$ cat config.mk
export PLATFORM = sky130hd
export DESIGN_NAME = xbus_ctrl
export DESIGN_NICKNAME = d
export VERILOG_FILES = /design/src/rtl/xbus_pkg.sv /design/src/rtl/xbus_seq.sv /design/src/rtl/xbus_lane.sv /design/src/rtl/xbus_ctrl.sv
export SDC_FILE = /design/constraint.sdc
export NUM_CORES = 1
export LEC_CHECK = 0
export BUFFER_PORTS_ARGS = -buffer_cell sky130_fd_sc_hd__buf_2
export CELL_PAD_IN_SITES_DETAIL_PLACEMENT = 1
export CELL_PAD_IN_SITES_GLOBAL_PLACEMENT = 1
export CORE_AREA = 3 3 68 86
export CTS_BUF_LIST = sky130_fd_sc_hd__clkbuf_2
export CTS_CLUSTER_DIAMETER = 60
export DETAILED_ROUTE_END_ITERATION = 12
export DIE_AREA = 0 0 71 89
export GPL_TIMING_DRIVEN = 0
export PLACE_DENSITY = 0.86
export REMOVE_ABC_BUFFERS = 1
export SKIP_CTS_REPAIR_TIMING = 1
export SLEW_MARGIN = 20
export SYNTH_ARGS = -nofsm -noshare
export SYNTH_HDL_FRONTEND = slang
export SYNTH_SLANG_ARGS = --single-unit
$ cat constraint.sdc
create_clock -name clk -period 3.6 [get_ports clk]
set_input_delay 0.36 -clock clk [delete_from_list [all_inputs] [get_ports clk]]
set_output_delay 0.36 -clock clk [all_outputs]
set_load 0.02 [all_outputs]
$ cat src/rtl/xbus_pkg.sv
package xbus_pkg;

    typedef enum logic [2:0] {
        PH_IDLE  = 3'd0,
        PH_ADDR  = 3'd1,
        PH_LATCH = 3'd2,
        PH_STRB  = 3'd3,
        PH_END   = 3'd4
    } xbus_phase_e;

    localparam logic [1:0] KIND_FETCH = 2'b00;
    localparam logic [1:0] KIND_READ  = 2'b01;

    function automatic logic kind_is_write(input logic [1:0] k);
        return k[1];
    endfunction

endpackage

$ cat src/rtl/xbus_seq.sv
module xbus_seq
    import xbus_pkg::*;
#(
    parameter int ADDR_CYC  = 2,
    parameter int LATCH_CYC = 2,
    parameter int STB_CYC   = 3
) (
    input  logic        clk,
    input  logic        rst_n,
    input  logic        start,
    output xbus_phase_e phase,
    output logic        last,
    output logic        latch_first
);

    localparam int MAXC_AL = (ADDR_CYC > LATCH_CYC) ? ADDR_CYC : LATCH_CYC;
    localparam int MAXC    = (MAXC_AL > STB_CYC) ? MAXC_AL : STB_CYC;
    localparam int CW      = $clog2(MAXC) + 1;
    localparam logic [CW-1:0] A_LD = CW'(ADDR_CYC - 1);
    localparam logic [CW-1:0] L_LD = CW'(LATCH_CYC - 1);
    localparam logic [CW-1:0] S_LD = CW'(STB_CYC - 1);

    typedef struct packed {
        xbus_phase_e     phase;
        logic [CW-1:0]   cnt;
    } seq_t;

    seq_t st_d, st_q;

    initial begin
        assert (ADDR_CYC >= 1 && LATCH_CYC >= 2 && STB_CYC >= 1)
            else $error("xbus_seq: phase lengths out of range");
    end

    always_comb begin
        st_d = st_q;
        unique case (st_q.phase)
            PH_IDLE: begin
                if (start) begin
                    st_d.phase = PH_ADDR;
                    st_d.cnt   = A_LD;
                end
            end
            PH_ADDR: begin
                if (st_q.cnt == '0) begin
                    st_d.phase = PH_LATCH;
                    st_d.cnt   = L_LD;
                end else begin
                    st_d.cnt = st_q.cnt - 1'b1;
                end
            end
            PH_LATCH: begin
                if (st_q.cnt == '0) begin
                    st_d.phase = PH_STRB;
                    st_d.cnt   = S_LD;
                end else begin
                    st_d.cnt = st_q.cnt - 1'b1;
                end
            end
            PH_STRB: begin
                if (st_q.cnt == '0) begin
                    st_d.phase = PH_END;
                    st_d.cnt   = '0;
                end else begin
                    st_d.cnt = st_q.cnt - 1'b1;
                end
            end
            PH_END: begin
                st_d.phase = PH_IDLE;
                st_d.cnt   = '0;
            end
            default: begin
                st_d.phase = PH_IDLE;
                st_d.cnt   = '0;
            end
        endcase
    end

    always_ff @(posedge clk or negedge rst_n) begin
        if (!rst_n) begin
            st_q.phase <= PH_IDLE;
            st_q.cnt   <= '0;
        end else begin
            st_q <= st_d;
        end
    end

    assign phase       = st_q.phase;
    assign last        = (st_q.cnt == '0);
    assign latch_first = (st_q.phase == PH_LATCH) && (st_q.cnt == L_LD);

    // without a start the idle phase is kept
    p_idle_holds_r9: assert property (@(posedge clk) disable iff (!rst_n)
        (phase == PH_IDLE && !start) |=> (phase == PH_IDLE));

    // the closing phase lasts a single cycle
    p_end_single_r8: assert property (@(posedge clk) disable iff (!rst_n)
        (phase == PH_END) |=> (phase == PH_IDLE));

    // strobe phase is always entered from the latch phase
    p_strb_entry_r5: assert property (@(posedge clk) disable iff (!rst_n)
        $rose(phase == PH_STRB) |-> ($past(phase) == PH_LATCH));

endmodule

$ cat src/rtl/xbus_lane.sv
module xbus_lane
    import xbus_pkg::*;
(
    input  logic        clk,
    input  logic        rst_n,
    input  logic        start,
    input  logic [1:0]  req_kind,
    input  logic [15:0] req_addr,
    input  logic [7:0]  req_wdata,
    input  xbus_phase_e phase,
    input  logic        last,
    input  logic        latch_first,
    input  logic [7:0]  lo_in,
    output logic [7:0]  lo_out,
    output logic        lo_oe,
    output logic [7:0]  hi_out,
    output logic        addr_latch,
    output logic        fetch_n,
    output logic        rd_n,
    output logic        wr_n,
    output logic        done,
    output logic [7:0]  rd_data
);

    typedef struct packed {
        logic [15:0] addr;
        logic [7:0]  wdata;
        logic [1:0]  kind;
        logic [7:0]  rdata;
    } lane_t;

    lane_t ln_d, ln_q;

    logic addr_on_lane;
    logic strobing;
    logic is_wr;

    always_comb begin
        ln_d = ln_q;
        if (start) begin
            ln_d.addr  = req_addr;
            ln_d.wdata = req_wdata;
            ln_d.kind  = req_kind;
        end
        if (phase == PH_STRB && last && !kind_is_write(ln_q.kind)) begin
            ln_d.rdata = lo_in;
        end
    end

    always_ff @(posedge clk or negedge rst_n) begin
        if (!rst_n) begin
            ln_q <= '0;
        end else begin
            ln_q <= ln_d;
        end
    end

    always_comb begin
        is_wr        = kind_is_write(ln_q.kind);
        addr_on_lane = (phase == PH_ADDR) || latch_first;
        strobing     = (phase == PH_STRB);
        addr_latch   = (phase == PH_ADDR);
        lo_oe        = addr_on_lane ||
                       (is_wr && ((phase == PH_LATCH) || strobing || (phase == PH_END)));
        lo_out       = addr_on_lane ? ln_q.addr[7:0] : ln_q.wdata;
        hi_out       = ln_q.addr[15:8];
        fetch_n      = !(strobing && ln_q.kind == KIND_FETCH);
        rd_n         = !(strobing && ln_q.kind == KIND_READ);
        wr_n         = !(strobing && is_wr);
        done         = (phase == PH_END);
        rd_data      = ln_q.rdata;
    end

    // never more than one strobe low
    p_one_strobe_r5: assert property (@(posedge clk) disable iff (!rst_n)
        $countones({~fetch_n, ~rd_n, ~wr_n}) <= 1);

    // no strobe while the address latch pulse is high
    p_latch_quiet_r2: assert property (@(posedge clk) disable iff (!rst_n)
        addr_latch |-> (fetch_n && rd_n && wr_n));

    // write strobe low only with the lane driven
    p_wr_driven_r7: assert property (@(posedge clk) disable iff (!rst_n)
        !wr_n |-> lo_oe);

    // read or fetch strobe low only with the lane released
    p_rd_float_r6: assert property (@(posedge clk) disable iff (!rst_n)
        (!rd_n || !fetch_n) |-> !lo_oe);

    // high byte steady across a running access
    p_hi_stable_r4: assert property (@(posedge clk) disable iff (!rst_n)
        (phase != PH_IDLE && $past(phase) != PH_IDLE) |-> $stable(hi_out));

    // first cycle after the latch pulse falls keeps the lane driven
    p_addr_hold_r3: assert property (@(posedge clk) disable iff (!rst_n)
        $fell(addr_latch) |-> lo_oe);

endmodule

$ cat src/rtl/xbus_ctrl.sv
module xbus_ctrl
    import xbus_pkg::*;
#(
    parameter int ADDR_CYC  = 2,
    parameter int LATCH_CYC = 2,
    parameter int STB_CYC   = 3
) (
    input  logic        clk,
    input  logic        rst_n,
    input  logic        req_valid,
    input  logic [1:0]  req_kind,
    input  logic [15:0] req_addr,
    input  logic [7:0]  req_wdata,
    output logic        req_ready,
    output logic        done,
    output logic [7:0]  rd_data,
    output logic [7:0]  lo_out,
    output logic        lo_oe,
    input  logic [7:0]  lo_in,
    output logic [7:0]  hi_out,
    output logic        addr_latch,
    output logic        fetch_n,
    output logic        rd_n,
    output logic        wr_n
);

    xbus_phase_e phase;
    logic        last;
    logic        latch_first;
    logic        start;

    assign req_ready = (phase == PH_IDLE);
    assign start     = req_valid && req_ready;

    xbus_seq #(
        .ADDR_CYC (ADDR_CYC),
        .LATCH_CYC(LATCH_CYC),
        .STB_CYC  (STB_CYC)
    ) u_seq (
        .clk        (clk),
        .rst_n      (rst_n),
        .start      (start),
        .phase      (phase),
        .last       (last),
        .latch_first(latch_first)
    );

    xbus_lane u_lane (
        .clk        (clk),
        .rst_n      (rst_n),
        .start      (start),
        .req_kind   (req_kind),
        .req_addr   (req_addr),
        .req_wdata  (req_wdata),
        .phase      (phase),
        .last       (last),
        .latch_first(latch_first),
        .lo_in      (lo_in),
        .lo_out     (lo_out),
        .lo_oe      (lo_oe),
        .hi_out     (hi_out),
        .addr_latch (addr_latch),
        .fetch_n    (fetch_n),
        .rd_n       (rd_n),
        .wr_n       (wr_n),
        .done       (done),
        .rd_data    (rd_data)
    );

    // done only right after a strobe-low cycle
    p_done_after_strobe_r8: assert property (@(posedge clk) disable iff (!rst_n)
        done |-> $past(!fetch_n || !rd_n || !wr_n));

    // ready and busy outputs are exclusive
    p_ready_quiet_r9: assert property (@(posedge clk) disable iff (!rst_n)
        req_ready |-> (!addr_latch && !done && fetch_n && rd_n && wr_n));

endmodule

### Yosys cells after proc, flatten, opt, wreduce, memory -nomap -nowiden

Cells that the tools add are included.

* bits in registers: 40
* latch bits: 0
* memory bits (writable): 0
* bits in read-only memories: 0
* word-level logic and storage cells: 46
* memories: 0

* add/sub/neg operators: 1
* multipliers: 0
* div/mod/pow operators: 0
* order comparisons: 0
* equal/unequal tests: 10
* shifts and indexed selects: 0
* multiplexer cells: 9
* bitwise operators: 0
* reductions and logical operators: 20

Operators with widths (count)
* $pmux 6 s4: 1
* $mux 3: 6
* $logic_and 1x1->1: 8
* $mux 8: 1
* $ne 2x1->1 const B: 4
* $eq 3x1->1 const B: 2
* $eq 3x2->1 const B: 2
* $logic_not 3->1: 2
* $mux 6: 1
* $logic_not 1->1: 4
* $logic_or 1x1->1: 4
* $reduce_and 4->1: 1
* $eq 3x3->1 const B: 1
* $sub 3x1->3 const B: 1
* $eq 2x1->1 const B: 1
* $logic_not 2->1: 1

### Longest topological paths before layout

Gate-level depths: netlist of run 1.

* depth after elaboration: 5
* depth in mapped cells: 6
* gate-level depth less buffers: 5

### Hierarchy

From an unflattened synthesis of run 1, not the netlist that was laid out.

* cell total of the unflattened synthesis: 149
* area, all modules: 1931.9 sq um

Modules (own cells, without submodules)
* xbus_lane: instances 1, cells an instance 108, area each 1546.5 sq um, seq. area each 850.8 sq um
* xbus_seq: instances 1, cells an instance 39, area each 365.4 sq um, seq. area each 150.1 sq um
* xbus_ctrl: instances 1, cells an instance 2, area each 20.0 sq um, seq. area each 0.0 sq um

### Worst setup path before layout of run 1

Ideal clock, no wire load.

* kind: reg2out
* start: reg, netlist name u_seq.phase[1]
* end: out lo_oe
* data arrival time: 1.548 ns
* required time: 3.240 ns
* path slack: 1.692 ns
* stages on the path, launching flop included: 5
* path buffers: 2
* path through: dfrtp_1 -> buf_6 -> clkbuf_1 -> nor3_1 -> o2bb2ai_1

* elaborated cells between the ends (all ways): 10
* classes of those cells: eq/ne (4); reduce/logical (6)

RTL lines
* $eq 3x3->1
* named net done: RTL line xbus_ctrl.sv:15 `output logic done,`
* $logic_or 1x1->1: RTL line xbus_lane.sv:64 `(is_wr && ((phase == PH_LATCH) || strobing || (phase == PH_END)));`
* $logic_and 1x1->1: RTL line xbus_lane.sv:64
* $logic_or 1x1->1: RTL line xbus_lane.sv:63 `lo_oe = addr_on_lane ||`
* to (decl): RTL line xbus_ctrl.sv:18 `output logic lo_oe,`

The timed path passes the listed nets, and every way through them passes these cells.

### Final worst setup path of run 1

* start: reg, netlist name u_seq.phase[1]
* end: out lo_out[0]

* word-level cells in the longest chain between the ends: 4
* elaborated cells between the ends (all ways): 5
* classes of those cells: eq/ne (2); mux (1); reduce/logical (2)

Ends and longest elaborated chain
* $eq 3x2->1: RTL line xbus_seq.sv:90 `assign latch_first = (st_q.phase == PH_LATCH) && (st_q.cnt == L_LD);`
* $logic_and 1x1->1: RTL line xbus_seq.sv:90
* $logic_or 1x1->1 (*): RTL line xbus_lane.sv:60 `addr_on_lane = (phase == PH_ADDR) || latch_first;`
* $mux 8 (*): RTL line xbus_lane.sv:65 `lo_out = addr_on_lane ? ln_q.addr[7:0] : ln_q.wdata;`
* to (decl): RTL line xbus_ctrl.sv:17 `output logic [7:0] lo_out,`

Every way passes the cells marked *; elsewhere a longest branch is shown, timed or not.

==> impl_metrics.env, run 1 <==
export IMPL_grt_max_degree=41
export IMPL_crit_arrival_ps=2160
export IMPL_finish_utilization_pct=45.2
export IMPL_regArea_um2=1000
export IMPL_wl_met2_um=2160
export IMPL_synth_ff_type="dfrtp_1"
export IMPL_p_int_mw=1.31
export IMPL_tritoncts="done"
export IMPL_highest_layer="met4"
export IMPL_num_vias=1293
export IMPL_fillers=573
export IMPL_yosysSeqAreaShare_pct=48.7
export IMPL_p_leak_nw=1.10
export IMPL_wire_per_inst_um=16.1
export IMPL_n_antenna_cell=0
export IMPL_synth_xor_area_share_pct=0.426
export IMPL_slew_viol_final=0
export IMPL_min_period_ps=2520
export IMPL_yosysTopAreaCell="dfrtp_1"
export IMPL_ir_drop_mv=0.407
export IMPL_drc_errors=0
export IMPL_dieArea_um2=6320
export IMPL_routed_wirelength_um=4180
export IMPL_ys_async_sr_fraction_pct=100
export IMPL_fin_crit_sh_pct=70.1
export IMPL_hpwl_um=3110
export IMPL_clk_pin_slew_ps=200
export IMPL_synth_area_mux_share_pct=25.9
export IMPL_synthDistinctLibCells=37
export IMPL_grt_pass1_vias=1421
export IMPL_fmax_ghz=0.396
export IMPL_met3_wirelength_um=298
export IMPL_fin_nets=237
export IMPL_place_inst=253
export IMPL_cts_sinks=40
export IMPL_tns_ps=0
export IMPL_core_um2=5080
export IMPL_layout_commonest_cell="buf_2"
export IMPL_switching_share_pct=41.8
export IMPL_cp_required_ps=3240
export IMPL_path_delay_family="flip-flops"
export IMPL_final_setup_skew_ps=17.5
export IMPL_ys_warn_count=0
export IMPL_avgSynthCellArea_um2=14.0
export IMPL_first_iter_violations=74
export IMPL_clkPwrFrac_pct=8.3
export IMPL_clockBufferDepth=2
export IMPL_maxSlewHeadroom_pct=40.5
export IMPL_switchingPower_mw=0.942
export IMPL_finalHoldViolCount=0
export IMPL_crit_fanout=16
export IMPL_initial_core_util_pct=40.4
export IMPL_tightest_slew_ps=892
export IMPL_drtPass1Iterations=2
export IMPL_maxCapViolCount=0
export IMPL_row_count=29
export IMPL_worst_setup_path_end_kind="primary output"
export IMPL_synth_compound_area_share_pct=5.48
export IMPL_grtUsageTotal_pct=14.1
export IMPL_root_buffer="clkbuf_2"
export IMPL_clk_latency_ps=380
export IMPL_slowest_delay_ps=740
export IMPL_yosys_area_top_type_share_pct=48.7
export IMPL_layout_common_cells="buf_2, dfrtp_1, mux2_4"
export IMPL_dieHeight_um=89
export IMPL_worst_r2r_path_depth=3
export IMPL_syn_instance_count=147
export IMPL_met1_length_um=1680
export IMPL_place_congestion=0.742
export IMPL_ys_seq_elements=40
export IMPL_cpMaxStageDelayCell="dfrtp_1"
export IMPL_fin_cells=260
export IMPL_ioPinCount=68
export IMPL_combPwrFrac_pct=53.9
export IMPL_synth_adder_area_share_pct=1.22
export IMPL_viasPerCell=4.97
export IMPL_synth_edf_count=0
export IMPL_cp_depth=4
export IMPL_outcome="completed"
export IMPL_area_growth_pct=11.9
export IMPL_multi_input_area_um2=831
export IMPL_path_cells="nor3b_2 -> a31oi_4 -> mux2_2 -> buf_2"
export IMPL_grt_pass1_wl_um=6870
export IMPL_crit_path_start_kind="flip-flop"
export IMPL_synth_top_family_by_area="multiplexers"
export IMPL_rsz0062_at_grt="false"
export IMPL_grt_overflow_total=0
export IMPL_drive_gt1_share_pct=60.1
export IMPL_p_per_area_nw_per_um2=980
export IMPL_synth_simple_area_share_pct=7.37
export IMPL_hold_path_class="in2async"
export IMPL_cts_made_buffers=5
export IMPL_die_w_um=71
export IMPL_total_power_mw=2.25
export IMPL_cts_max_level=2
export IMPL_critPathBufInv=1
export IMPL_antenna_found_initial=0
export IMPL_synthTopCellsByArea="dfrtp_1, mux2_4, mux2_2, buf_4, buf_12"
export IMPL_seqPwrFrac_pct=37.9
export IMPL_synth_area_um2=2050
export IMPL_setup_viol=0
export IMPL_ant_nets=0
export IMPL_crit_type="reg2out"
export IMPL_port_buffers=67
## synth_stat cells, types with 2 or more instances
master and n:
dfrtp_1 40, mux2_4 19, mux2_2 18, buf_4 16, inv_1 5, mux2_1 4, nor2_1 4, o21ai_0 4
buf_12 3, nand2_1 3, a21oi_1 2, clkbuf_1 2, ha_1 2, nor3_1 2
## power groups by stage
stage               registers, mW  clock network, mW  logic, mW
floorplan                   0.935                  0      0.785
global placement            0.848                  0       1.21
detailed placement          0.858                  0       1.23
CTS                         0.851              0.199       1.24
global route                0.888              0.221       1.31
finish                      0.853              0.186       1.21
## final cells by class
type | count | area share (%)
clock buffers | 6 | 1.31
clock inverters | 1 | 0.218
inverters | 5 | 0.817
multi-input cells | 79 | 36.1
flip-flops and latches | 40 | 43.5
well taps | 62 | 3.38
repair buffers | 67 | 14.6
## kinds of logic after synthesis
group / after synthesis
multiplexers: 41
flip-flops: 40
buffers and inverters: 28
AND/OR/NAND/NOR: 21
AO/OA/AOI/OAI: 14
adder cells (fa/ha/maj): 2
XOR/XNOR: 1
## routing by layer
| layer | track usage (%) | vias to the layer above |
|---|---|---|
| li1 | - | 601 |
| met1 | 15.0 | 642 |
| met2 | 25.9 | 44 |
| met3 | 5.40 | 6 |
| met4 | 4.10 | 0 |
| met5 | 0 | - |
## path summary, 6_finish.rpt
check	endpoint	slack, ps	start
max in group asynchronous	u_lane.ln_q[17]	2970	rst_n
worst max register to register	u_lane.ln_q[12]	1670	u_seq.phase[1]
worst max-delay path	lo_out[0]	1080	u_seq.phase[1]
worst min-delay path	u_lane.ln_q[22]	70	rst_n
min in group clk	u_lane.ln_q[19]	180	req_addr[1]
worst min register to register	u_lane.rd_data[3]	530	u_lane.rd_data[3]
## sequential cells by signal, summed over array words and instances (netlist names)
name            count
u_seq.phase         3
u_lane.hi_out       8
u_lane.ln_q        17
u_lane.is_wr        1
u_lane.rd_data      8
u_seq.st_q          3
## per-stage QoR
step / hold slack, ps / cell area (um2) / worst slack, ps
2_1_floorplan: 64.4 / 1850 / 1630
3_3_place_gp: 483 / 2260 / 1530
3_5_place_dp: 490 / 2260 / 1530
4_1_cts: 52.2 / 2300 / 1040
5_1_grt: 79.3 / 2300 / 924
6_report: 66.9 / 2300 / 1080
(Power assumes the default switching activity.)
==> run 2, diff against run 1 <==
clock period = 2.6 ns   (was 3.6 ns; I/O delays follow)
==> run 2 against run 1 <==
Against the previous run:
- worst setup slack worse by 900 ps
- worst hold slack improved by 18 ps
- cell area is 0.44% higher
- flip-flop and latch count stayed put
- sequential share of layout area down 0.19 points
- first-iteration DRC count shrank 8.1%
- sequential power is 38% higher
- final cell count up 0.38%
- core utilization rose by 0.20 points
- count of clock-buffer cells in the layout stayed put
- critical path type unchanged
- largest power group unchanged
==> impl_metrics.env, run 2 (synthesis results as in run 1) <==
export IMPL_fmax_ghz=0.412
export IMPL_drive_gt1_share_pct=59.8
export IMPL_dieHeight_um=89
export IMPL_ioPinCount=68
export IMPL_grt_overflow_total=0
export IMPL_ir_drop_mv=0.566
export IMPL_crit_fanout=16
export IMPL_outcome="completed"
export IMPL_tritoncts="done"
export IMPL_ant_nets=0
export IMPL_n_antenna_cell=0
export IMPL_grtUsageTotal_pct=14.1
export IMPL_cp_required_ps=2340
export IMPL_setup_viol=0
export IMPL_tightest_slew_ps=893
export IMPL_finalHoldViolCount=0
export IMPL_r2r_end="u_lane.ln_q[12]"
export IMPL_total_power_mw=3.12
export IMPL_hold_depth=2
export IMPL_path_cells="nor3b_2 -> a31oi_4 -> mux2_2 -> buf_2"
export IMPL_layout_commonest_cell="buf_2"
export IMPL_finalInstanceArea_um2=2310
export IMPL_viasPerCell=4.97
export IMPL_worst_r2r_path_depth=3
export IMPL_cpMaxStageDelayCell="dfrtp_1"
export IMPL_cts_sinks=40
export IMPL_root_buffer="clkbuf_2"
export IMPL_first_iter_violations=68
export IMPL_wire_per_inst_um=16.1
export IMPL_grt_pass1_vias=1421
export IMPL_clk_latency_ps=380
export IMPL_crit_path_start_kind="flip-flop"
export IMPL_p_leak_nw=1.11
export IMPL_rsz0062_at_grt="false"
export IMPL_largest_register_ffs=17
export IMPL_clockBufferDepth=2
export IMPL_fin_nets=238
export IMPL_rrSetupSlack_ps=670
export IMPL_maxCapViolCount=0
export IMPL_clk_pin_slew_ps=200
export IMPL_min_from="req_addr[1]"
export IMPL_maxSlewHeadroom_pct=40.4
export IMPL_critPathBufInv=1
export IMPL_regMostFlops="u_lane.ln_q"
export IMPL_drc_errors=0
export IMPL_grt_max_degree=41
export IMPL_num_vias=1297
export IMPL_row_count=29
export IMPL_cts_max_level=2
export IMPL_final_setup_skew_ps=17.0
export IMPL_area_growth_pct=12.4
export IMPL_dieArea_um2=6320
export IMPL_fin_crit_sh_pct=93.2
export IMPL_dpl_instance_area_um2=2260
export IMPL_tns_ps=0
export IMPL_drtPass1Iterations=2
export IMPL_fin_ws_ps=176
export IMPL_reg2reg_from="u_seq.phase[1]"
export IMPL_slew_viol_final=0
export IMPL_crit_arrival_ps=2160
export IMPL_antenna_found_initial=0
export IMPL_initial_core_util_pct=40.4
export IMPL_routed_wirelength_um=4200
export IMPL_multi_input_area_um2=831
export IMPL_p_per_area_nw_per_um2=1350
export IMPL_hold_slack_ps=85.0
export IMPL_crit_type="reg2out"
export IMPL_min_period_ps=2420
export IMPL_grt_pass1_wl_um=6870
export IMPL_fillers=571
export IMPL_dp_slack_ps=625
export IMPL_cts_made_buffers=5
export IMPL_die_w_um=71
export IMPL_regArea_um2=1000
export IMPL_core_um2=5080
export IMPL_worst_setup_path_end_kind="primary output"
export IMPL_hold_path_class="in2reg"
export IMPL_hpwl_um=3110
export IMPL_path_delay_family="flip-flops"
export IMPL_hold_path_end="u_lane.ln_q[19]"
export IMPL_slowest_delay_ps=740
export IMPL_port_buffers=67
export IMPL_place_congestion=0.742
export IMPL_cp_startpoint="u_seq.phase[1]"
export IMPL_layout_common_cells="buf_2, dfrtp_1, mux2_4"
[run 2: worst max path at each step]
stage	endpoint	cells after the start
2_1_floorplan	u_lane.hi_out[5]	3
3_3_place_gp	lo_out[5]	4
3_5_place_dp	lo_out[0]	4
4_1_cts	lo_out[7]	4
5_1_grt	lo_out[2]	4
6_report	lo_out[0]	4
[run 2: cell type report]
type                       instances  share of cell area [%]
clock inverter                     1                   0.217
clock buffer                       6                    1.30
multi-input combinational         79                    36.0
timing repair buffer              68                    15.0
tap                               62                    3.36
sequential                        40                    43.4
inverter                           5                   0.813
[run 2: worst register-to-register path, stage by stage (launching register included)]
cell and delay [ps]:
dfrtp_1 630, nor3_2 320, and2_4 470, mux2_2 400
[run 2: through the flow]
stage / cells / utilization, %
CTS: 260 / 45.2
global placement: 253 / 44.6
floorplan: 124 / -
global route: 261 / 45.4
detailed placement: 253 / 44.6
finish: 261 / 45.4
[run 2: per-layer routing]
metal,global-route usage [%],share of wire [%],vias up
li1,-,-,603
met1,15.0,40,644
met2,25.9,52,44
met3,5.40,7.1,6
met4,4.10,1.0,0
met5,0,0,-
[run 2: where the power goes]
part / internal, mW / switching (mW) / total, mW / leakage [nW]
Sequential: 0.927 / 0.254 / 1.18 / 0.478
Combinational: 0.824 / 0.857 / 1.68 / 0.600
Clock: 0.0643 / 0.193 / 0.257 / 0.0288
Total: 1.81 / 1.30 / 3.12 / 1.11
==> run 3, diff against run 2 <==
CORE_AREA = 3 3 67 84   (was 3 3 68 86)
DIE_AREA = 0 0 70 87   (was 0 0 71 89)
SYNTH_HIERARCHICAL = 1   (was default)
==> run 3 against run 2 <==
Against the previous run:
- worst hold slack worse by 0.63 ps
- first-iteration DRC count is 24% lower
- largest cell class unchanged
- combinational power is 4% lower
- sequential share of layout area is 0.19 points higher
- final cell count is 1.5% higher
==> impl_metrics.env, run 3 <==
export IMPL_outcome="completed"
export IMPL_tritoncts="done"
export IMPL_yosysTopAreaCell="dfrtp_1"
export IMPL_area_growth_pct=19.4
export IMPL_drive_gt1_share_pct=63.4
export IMPL_final_setup_skew_ps=10.4
export IMPL_antenna_found_initial=0
export IMPL_maxCapViolCount=0
export IMPL_dpl_instance_area_um2=2220
export IMPL_clockBufferDepth=2
export IMPL_total_power_mw=3.15
export IMPL_row_count=28
export IMPL_synth_area_um2=1930
export IMPL_crit_fanout=13
export IMPL_r2r_end="u_lane/ln_q[14]"
export IMPL_num_vias=1310
export IMPL_dieArea_um2=6090
export IMPL_crit_path_start_kind="flip-flop"
export IMPL_drc_errors=0
export IMPL_synthTopCellsByArea="dfrtp_1, mux2_2, buf_4, ha_1, nor3_1"
export IMPL_fin_cells=265
export IMPL_min_period_ps=2400
export IMPL_grt_overflow_total=0
export IMPL_initial_core_util_pct=40.0
export IMPL_clk_pin_slew_ps=200
export IMPL_synth_area_mux_share_pct=25.8
export IMPL_synth_adder_area_share_pct=1.30
export IMPL_yosysMostFrequentCell="mux2_2"
export IMPL_first_iter_violations=52
export IMPL_layout_commonest_cell="buf_2"
export IMPL_ir_drop_mv=0.477
export IMPL_fin_nets=243
export IMPL_synth_edf_count=0
export IMPL_yosys_area_top_type_share_pct=51.8
export IMPL_largest_register_ffs=17
export IMPL_cts_max_level=2
export IMPL_place_inst=256
export IMPL_grt_max_degree=41
export IMPL_ys_warn_count=6
export IMPL_fin_ws_ps=203
export IMPL_core_um2=4830
export IMPL_fillers=533
export IMPL_routed_wirelength_um=4040
export IMPL_grt_pass1_vias=1381
export IMPL_rsz0062_at_grt="false"
export IMPL_synth_xor_area_share_pct=0.453
export IMPL_synth_common_cells="mux2_2, dfrtp_1, buf_4"
export IMPL_cts_sinks=40
export IMPL_finalInstanceArea_um2=2310
export IMPL_grtUsageTotal_pct=14.2
export IMPL_finish_utilization_pct=47.7
export IMPL_n_antenna_cell=0
export IMPL_synth_simple_area_share_pct=9.20
export IMPL_critPathCapture="lo_out[1]"
export IMPL_dieHeight_um=87
export IMPL_place_congestion=0.718
export IMPL_ys_seq_elements=40
export IMPL_port_buffers=67
export IMPL_fmax_ghz=0.417
export IMPL_hold_slack_ps=84.4
export IMPL_root_buffer="clkbuf_2"
export IMPL_synthDistinctLibCells=29
export IMPL_die_w_um=70
export IMPL_cts_made_buffers=5
export IMPL_ys_async_sr_fraction_pct=100
export IMPL_worst_r2r_path_depth=4
export IMPL_slew_viol_final=0
export IMPL_layout_common_cells="buf_2, mux2_2, dfrtp_1"
export IMPL_cp_startpoint="u_seq/phase[2]"
export IMPL_fin_crit_sh_pct=92.2
export IMPL_ant_nets=0
export IMPL_cp_required_ps=2340
export IMPL_wire_per_inst_um=15.2
export IMPL_setup_viol=0
export IMPL_rrSetupSlack_ps=460
export IMPL_dp_slack_ps=366
export IMPL_ioPinCount=68
export IMPL_tightest_slew_ps=883
export IMPL_viasPerCell=4.94
export IMPL_hold_path_class="in2reg"
export IMPL_avgSynthCellArea_um2=13.0
export IMPL_reg2reg_from="u_seq/phase[1]"
export IMPL_grt_pass1_wl_um=6730
export IMPL_hpwl_um=3140
export IMPL_synth_compound_area_share_pct=2.53
export IMPL_drtPass1Iterations=4
export IMPL_clk_latency_ps=380
export IMPL_synth_ff_type="dfrtp_1"
export IMPL_tns_ps=0
export IMPL_finalHoldViolCount=0
export IMPL_p_leak_nw=1.08
export IMPL_crit_arrival_ps=2140
export IMPL_yosysSeqAreaShare_pct=51.8
export IMPL_syn_instance_count=149
export IMPL_worst_setup_path_end_kind="primary output"
export IMPL_maxSlewHeadroom_pct=41.1
export IMPL_p_per_area_nw_per_um2=1370
export IMPL_synth_top_family_by_area="multiplexers"
export IMPL_regMostFlops="u_lane/ln_q"
export IMPL_crit_type="reg2out"
-- run 3: how the worst min path moves through the flow --
stage	startpoint	end	cells after the start
finish	req_addr[2]	u_lane/ln_q[20]	2
global route	req_addr[2]	u_lane/ln_q[20]	2
CTS	rst_n	u_lane/ln_q[20]	1
detailed placement	rst_n	u_lane/ln_q[20]	1
global placement	rst_n	u_lane/ln_q[20]	1
floorplan	rst_n	u_lane/hi_out[0]	0
-- run 3: area by class of cell --
type	instances	area [um2]	area share, %
clock inverter	3	37.5	1.63
timing repair buffer	70	372	16.1
tap	60	75.1	3.25
multi-input combinational	83	778	33.7
inverter	4	15.0	0.651
sequential	40	1000	43.5
clock buffer	5	25.0	1.08
-- run 3: cells by family (layout without fill, tap and decap cells) --
family	count (synthesis)	in the layout
AOI/OAI and AO/OA	8	8
xor gates and xnor gates	1	1
adders and majority gates	2	2
buffers and inverters	26	82
DFF	40	40
muxes	44	44
and+or+nand+nor	28	28
-- run 3: report_power, final --
group / total (mW) / internal, mW / switching (mW)
clock network: 0.355 / 0.157 / 0.198
registers: 1.17 / 0.932 / 0.242
logic: 1.62 / 0.769 / 0.854
-- run 3: routing by layer --
metal  vias up  share of wire, %  track usage (%)  wire length [um]
li1        615                 -                -                 -
met1       653                38             16.0              1530
met2        35                56             25.4              2250
met3         7               4.0             3.12               160
met4         0               2.4             6.79                97
met5         -                 0                0                 0
-- run 3: critical path, stage by stage (launching register included) --
cell,delay [ps]
dfrtp_2,550
nand2b_1,210
nor4_2,380
nor2_4,150
mux2_2,300
buf_2,160
